File: src/rtl/alu_addsub.sv
module alu_addsub #(
  parameter int W = 32
) (
  input  logic [W-1:0] a_in,
  input  logic [W-1:0] b_in,
  input  logic [2:0]   op_sel,
  output logic [W-1:0] result,
  output logic         carry_out,
  output logic         ovf,
  output logic         zero,
  output logic         neg
);
  localparam int M = W - 1;
  localparam logic [2:0] OP_AND = 3'b000, OP_OR = 3'b001, OP_ADD = 3'b010, OP_XOR = 3'b011,
                         OP_NOR = 3'b100, OP_SUB = 3'b110, OP_SLT = 3'b111;

  logic         sub_en;
  logic [W-1:0] b_eff, sum;
  logic [W:0]   cy;
  logic         ovf_add, ovf_sub, lt;

  assign sub_en = op_sel[2] & op_sel[1];
  assign b_eff  = b_in ^ {W{sub_en}};
  assign cy[0]  = sub_en;

  for (genvar i = 0; i < W; i++) begin : g_fa
    assign sum[i]  = a_in[i] ^ b_eff[i] ^ cy[i];
    assign cy[i+1] = (a_in[i] & b_eff[i]) | (cy[i] & (a_in[i] ^ b_eff[i]));
  end

  assign ovf_add = (~a_in[M] & ~b_in[M] & sum[M]) | (a_in[M] & b_in[M] & ~sum[M]);
  assign ovf_sub = (~a_in[M] & b_in[M] & sum[M]) | (a_in[M] & ~b_in[M] & ~sum[M]);
  assign lt      = sum[M] ^ ovf_sub;

  always_comb begin
    result    = '0;
    carry_out = 1'b0;
    ovf       = 1'b0;
    neg       = 1'b0;
    case (op_sel)
      OP_AND: result = a_in & b_in;
      OP_OR:  result = a_in | b_in;
      OP_XOR: result = a_in ^ b_in;
      OP_NOR: result = ~(a_in | b_in);
      OP_ADD: begin
        result = sum; carry_out = cy[W]; ovf = ovf_add; neg = sum[M] ^ ovf_add;
      end
      OP_SUB: begin
        result = sum; carry_out = cy[W]; ovf = ovf_sub; neg = sum[M] ^ ovf_sub;
      end
      OP_SLT: begin
        result = {{M{1'b0}}, lt}; carry_out = cy[W]; ovf = ovf_sub; neg = lt;
      end
      default: ;
    endcase
    if (op_sel[1:0] != 2'b10 && op_sel != OP_SUB && op_sel != OP_SLT && op_sel != 3'b101)
      neg = result[M];
  end

  assign zero = ~|result;

  always_comb begin
    if (op_sel == OP_ADD)
      AST_ADD_SUM: assert ({carry_out, result} == {1'b0, a_in} + {1'b0, b_in});
    if (op_sel == OP_SUB)
      AST_SUB_BORROW: assert (carry_out == (a_in >= b_in));
    if (op_sel == OP_SUB && zero)
      AST_SUB_ZERO_EQ: assert (a_in == b_in);
    if (op_sel == OP_SLT)
      AST_SLT_SIGNED: assert (result == {{M{1'b0}}, ($signed(a_in) < $signed(b_in))});
    if (op_sel == 3'b000 || op_sel == 3'b001 || op_sel == 3'b011 || op_sel == 3'b100 || op_sel == 3'b101)
      AST_LOGIC_NO_FLAGS: assert (!carry_out && !ovf);
    if (op_sel == OP_ADD && a_in[M] != b_in[M])
      AST_ADD_MIXED_NO_OVF: assert (!ovf);
    if (op_sel == OP_SUB && a_in[M] == b_in[M])
      AST_SUB_SAME_NO_OVF: assert (!ovf);
  end
endmodule

File: config.mk
export PLATFORM = sky130hd
export DESIGN_NAME = alu_addsub
export DESIGN_NICKNAME = d
export VERILOG_FILES = /design/src/rtl/alu_addsub.sv
export SDC_FILE = /design/constraint.sdc
export NUM_CORES = 1
export LEC_CHECK = 0
export CAP_MARGIN = 20
export CELL_PAD_IN_SITES_DETAIL_PLACEMENT = 1
export CELL_PAD_IN_SITES_GLOBAL_PLACEMENT = 2
export CORE_MARGIN = 2
export CORE_UTILIZATION = 31
export DETAILED_ROUTE_END_ITERATION = 12
export PLACE_DENSITY_LB_ADDON = 0.1
export SLEW_MARGIN = 20
export SYNTH_ARGS = -nofsm -noshare
export SYNTH_HDL_FRONTEND = slang
export SYNTH_SLANG_ARGS = --single-unit
File: constraint.sdc
create_clock -name vclk -period 39.3
set_input_delay 7.86 -clock vclk [all_inputs]
set_output_delay 7.86 -clock vclk [all_outputs]
set_load 0.05 [all_outputs]
==> flow_metrics.env <==
export IMPL_synth_top_cell_area_share_pct=22.1
export IMPL_period_share_pct=81.1
export IMPL_critPathCaptureType="output pin"
export IMPL_register_area_um2=0
export IMPL_start_kind="input pin"
export IMPL_routedWlPerCell_um=20.1
export IMPL_worst_pin_slew_ns=1.06
export IMPL_cts_repair_resized=0
export IMPL_grt_pass1_wl_mm=22.8
export IMPL_die_h_um=114
export IMPL_holdPathStages=5
export IMPL_synth_top_cells_by_count="inv_1, ha_1, nand2_1"
export IMPL_die_width_um=114
export IMPL_detail_route_antenna_nets=0
export IMPL_ys_types=53
export IMPL_cpPeakStageDelay_ns=0.86
export IMPL_synth_area_um2=3730
export IMPL_seq_cell_count=0
export IMPL_die_area_um2=12900
export IMPL_syn_num_nets=660
export IMPL_synth_area_leaders="ha_1, fa_1, inv_1"
export IMPL_dp_hpwl_mm=11.3
export IMPL_drv_slew=0
export IMPL_multiInputGateArea_um2=3300
export IMPL_syn2layout_area_growth_pct=29.7
export IMPL_worstPathArrival_ns=24.01
export IMPL_numPortBuffers=103
export IMPL_hold_viol_final=0
export IMPL_final_fill_count=1460
export IMPL_grt_antenna_before_repair=0
export IMPL_fin_tns_setup_ns=0
export IMPL_postCtsHoldBufs=0
export IMPL_min_path_type="in2out"
export IMPL_nets=739
export IMPL_synth_most_common_cell="inv_1"
export IMPL_critPathRequiredTime_ns=31.44
export IMPL_syn_inst=496
export IMPL_relSlewSlack_pct=29.5
export IMPL_drc=0
export IMPL_drt_pass1_iterations=5
export IMPL_crit_fanout=30
export IMPL_synth_top_family_by_area="adder cells"
export IMPL_synth_fa_ha_area_share_pct=38.7
export IMPL_overflow=0
export IMPL_grt_pass1_vias=4175
export IMPL_rsz0062_at_grt="false"
export IMPL_leakage_uw=0.00211
export IMPL_synth_compound_area_share_pct=25.3
export IMPL_setup_viol=0
export IMPL_initial_core_util_pct=31.5
export IMPL_yosysTopAreaCell="ha_1"
export IMPL_layout_min_cycle_time_ns=31.87
export IMPL_coreArea_um2=11900
export IMPL_vias=3977
export IMPL_post_cts_buffers=0
export IMPL_synth_area_mux_share_pct=1.68
export IMPL_cpMostUsedCell="fa_1"
export IMPL_drt_iter0_markers=235
export IMPL_peakVddDrop_v=0.00000986
export IMPL_slowest_stage="clkdlybuf4s50_1"
export IMPL_track_usage_pct=22.1
export IMPL_drive_gt1_share_pct=2.97
export IMPL_ys_warnings_count=0
export IMPL_synth_simple_area_share_pct=15.3
export IMPL_routed_via_density=5.52
export IMPL_timing_fmax_mhz=31.4
export IMPL_crit_type="in2out"
export IMPL_grt_max_degree=70
export IMPL_avgSynthCellArea_um2=7.53
export IMPL_pwr_density_cell_nw_per_um2=20.2
export IMPL_status="completed"
export IMPL_diodes=0
export IMPL_final_util_pct=40.8
export IMPL_drv_cap=0
export IMPL_yosys_area_share_xor_xnor_pct=7.27
export IMPL_drt_wl_total_mm=14.5
export IMPL_seq_area_frac_synth_pct=0
export IMPL_gp_congestion=0.915
export IMPL_clock_buffers=0
export IMPL_ios=103
export IMPL_rows=40
[worst max-delay path, delay by kind of cell]
kind	cells	cell delay, ns
buffers and inverters	8	2.08
AO/OA/AOI/OAI	3	0.48
adder cells (fa/ha/maj)	31	12.38
AND/OR/NAND/NOR	4	1.01
XOR/XNOR	1	0.18
[cells by family after synthesis]
group / after synthesis
adders and majority gates: 97
AOI/OAI and AO/OA: 135
xor gates and xnor gates: 31
buffers and inverters: 108
muxes: 6
and+or+nand+nor: 119
[area by class of cell]
cell class	count	area share, %
inverter	75	5.81
timing repair buffer	110	22.3
multi-input combinational	388	68.1
tap	147	3.80
[report_power, final]
part / total, uW / switching, uW / internal, uW / leakage, uW
sequential: 0 / 0 / 0 / 0
clock: 0 / 0 / 0 / 0
combinational: 98.0 / 58.9 / 39.1 / 0.00211
[stage by stage]
step / hold WS (ns) / std cells / area (um2) / setup slack, ns / power [uW]
6_report: 17.09 / 720 / 4840 / 7.43 / 98.0
5_1_grt: 17.12 / 720 / 4840 / 6.65 / 106
4_1_cts: 17.07 / 720 / 4840 / 7.29 / 98.7
3_5_place_dp: 17.07 / 720 / 4840 / 7.39 / 97.6
3_3_place_gp: 17.05 / 720 / 4840 / 7.75 / 97.0
2_1_floorplan: 16.13 / 496 / 3730 / 7.86 / 62.2
[routing by layer]
layer,part of all wire (%),up-vias,GRT usage (%)
li1,-,1894,-
met1,46,1953,30.6
met2,49,120,40.0
met3,4.3,10,1.01
met4,0.84,0,1.63
met5,0,-,0
[worst paths after layout]
path | startpoint | end | slack [ns]
setup / recovery | op_sel[2] | zero | 7.43
hold / removal | op_sel[1] | result[21] | 17.09
[cells in the final DEF (no fill, tap or decap), types with 2 or more instances in the layout]
| cell | Yosys | layout |
|---|---|---|
| nand3_1 | 3 | 3 |
| o41ai_1 | 2 | 2 |
| a22o_1 | 9 | 9 |
| nor2b_1 | 2 | 2 |
| inv_1 | 73 | 73 |
| a21oi_1 | 27 | 27 |
| o32ai_1 | 2 | 2 |
| o311ai_1 | 2 | 2 |
| mux2i_1 | 4 | 4 |
| nand2_1 | 45 | 44 |
| a21o_1 | 2 | 2 |
| a2bb2oi_1 | 2 | 2 |
| or3_1 | 2 | 2 |
| a22oi_1 | 9 | 9 |
| o221ai_1 | 18 | 18 |
| xnor2_1 | 31 | 31 |
| mux2_2 | 2 | 2 |
| a211oi_1 | 4 | 4 |
| nor4_2 | 2 | 2 |
| buf_4 | 0 | 7 |
| o211ai_1 | 2 | 2 |
| nor2_1 | 27 | 27 |
| nor3_1 | 10 | 10 |
| and3_1 | 2 | 2 |
| a221oi_1 | 4 | 4 |
| fa_1 | 31 | 31 |
| ha_1 | 66 | 66 |
| clkdlybuf4s50_1 | 0 | 102 |
| o22ai_1 | 6 | 6 |
| o221a_2 | 2 | 2 |
| a32oi_1 | 6 | 6 |
| nor4_1 | 8 | 8 |
| nor4b_1 | 2 | 2 |
| o21ai_0 | 27 | 27 |
| nand2b_1 | 9 | 9 |
| o31ai_1 | 5 | 5 |
Note: power is estimated with default switching activity, not from simulation.
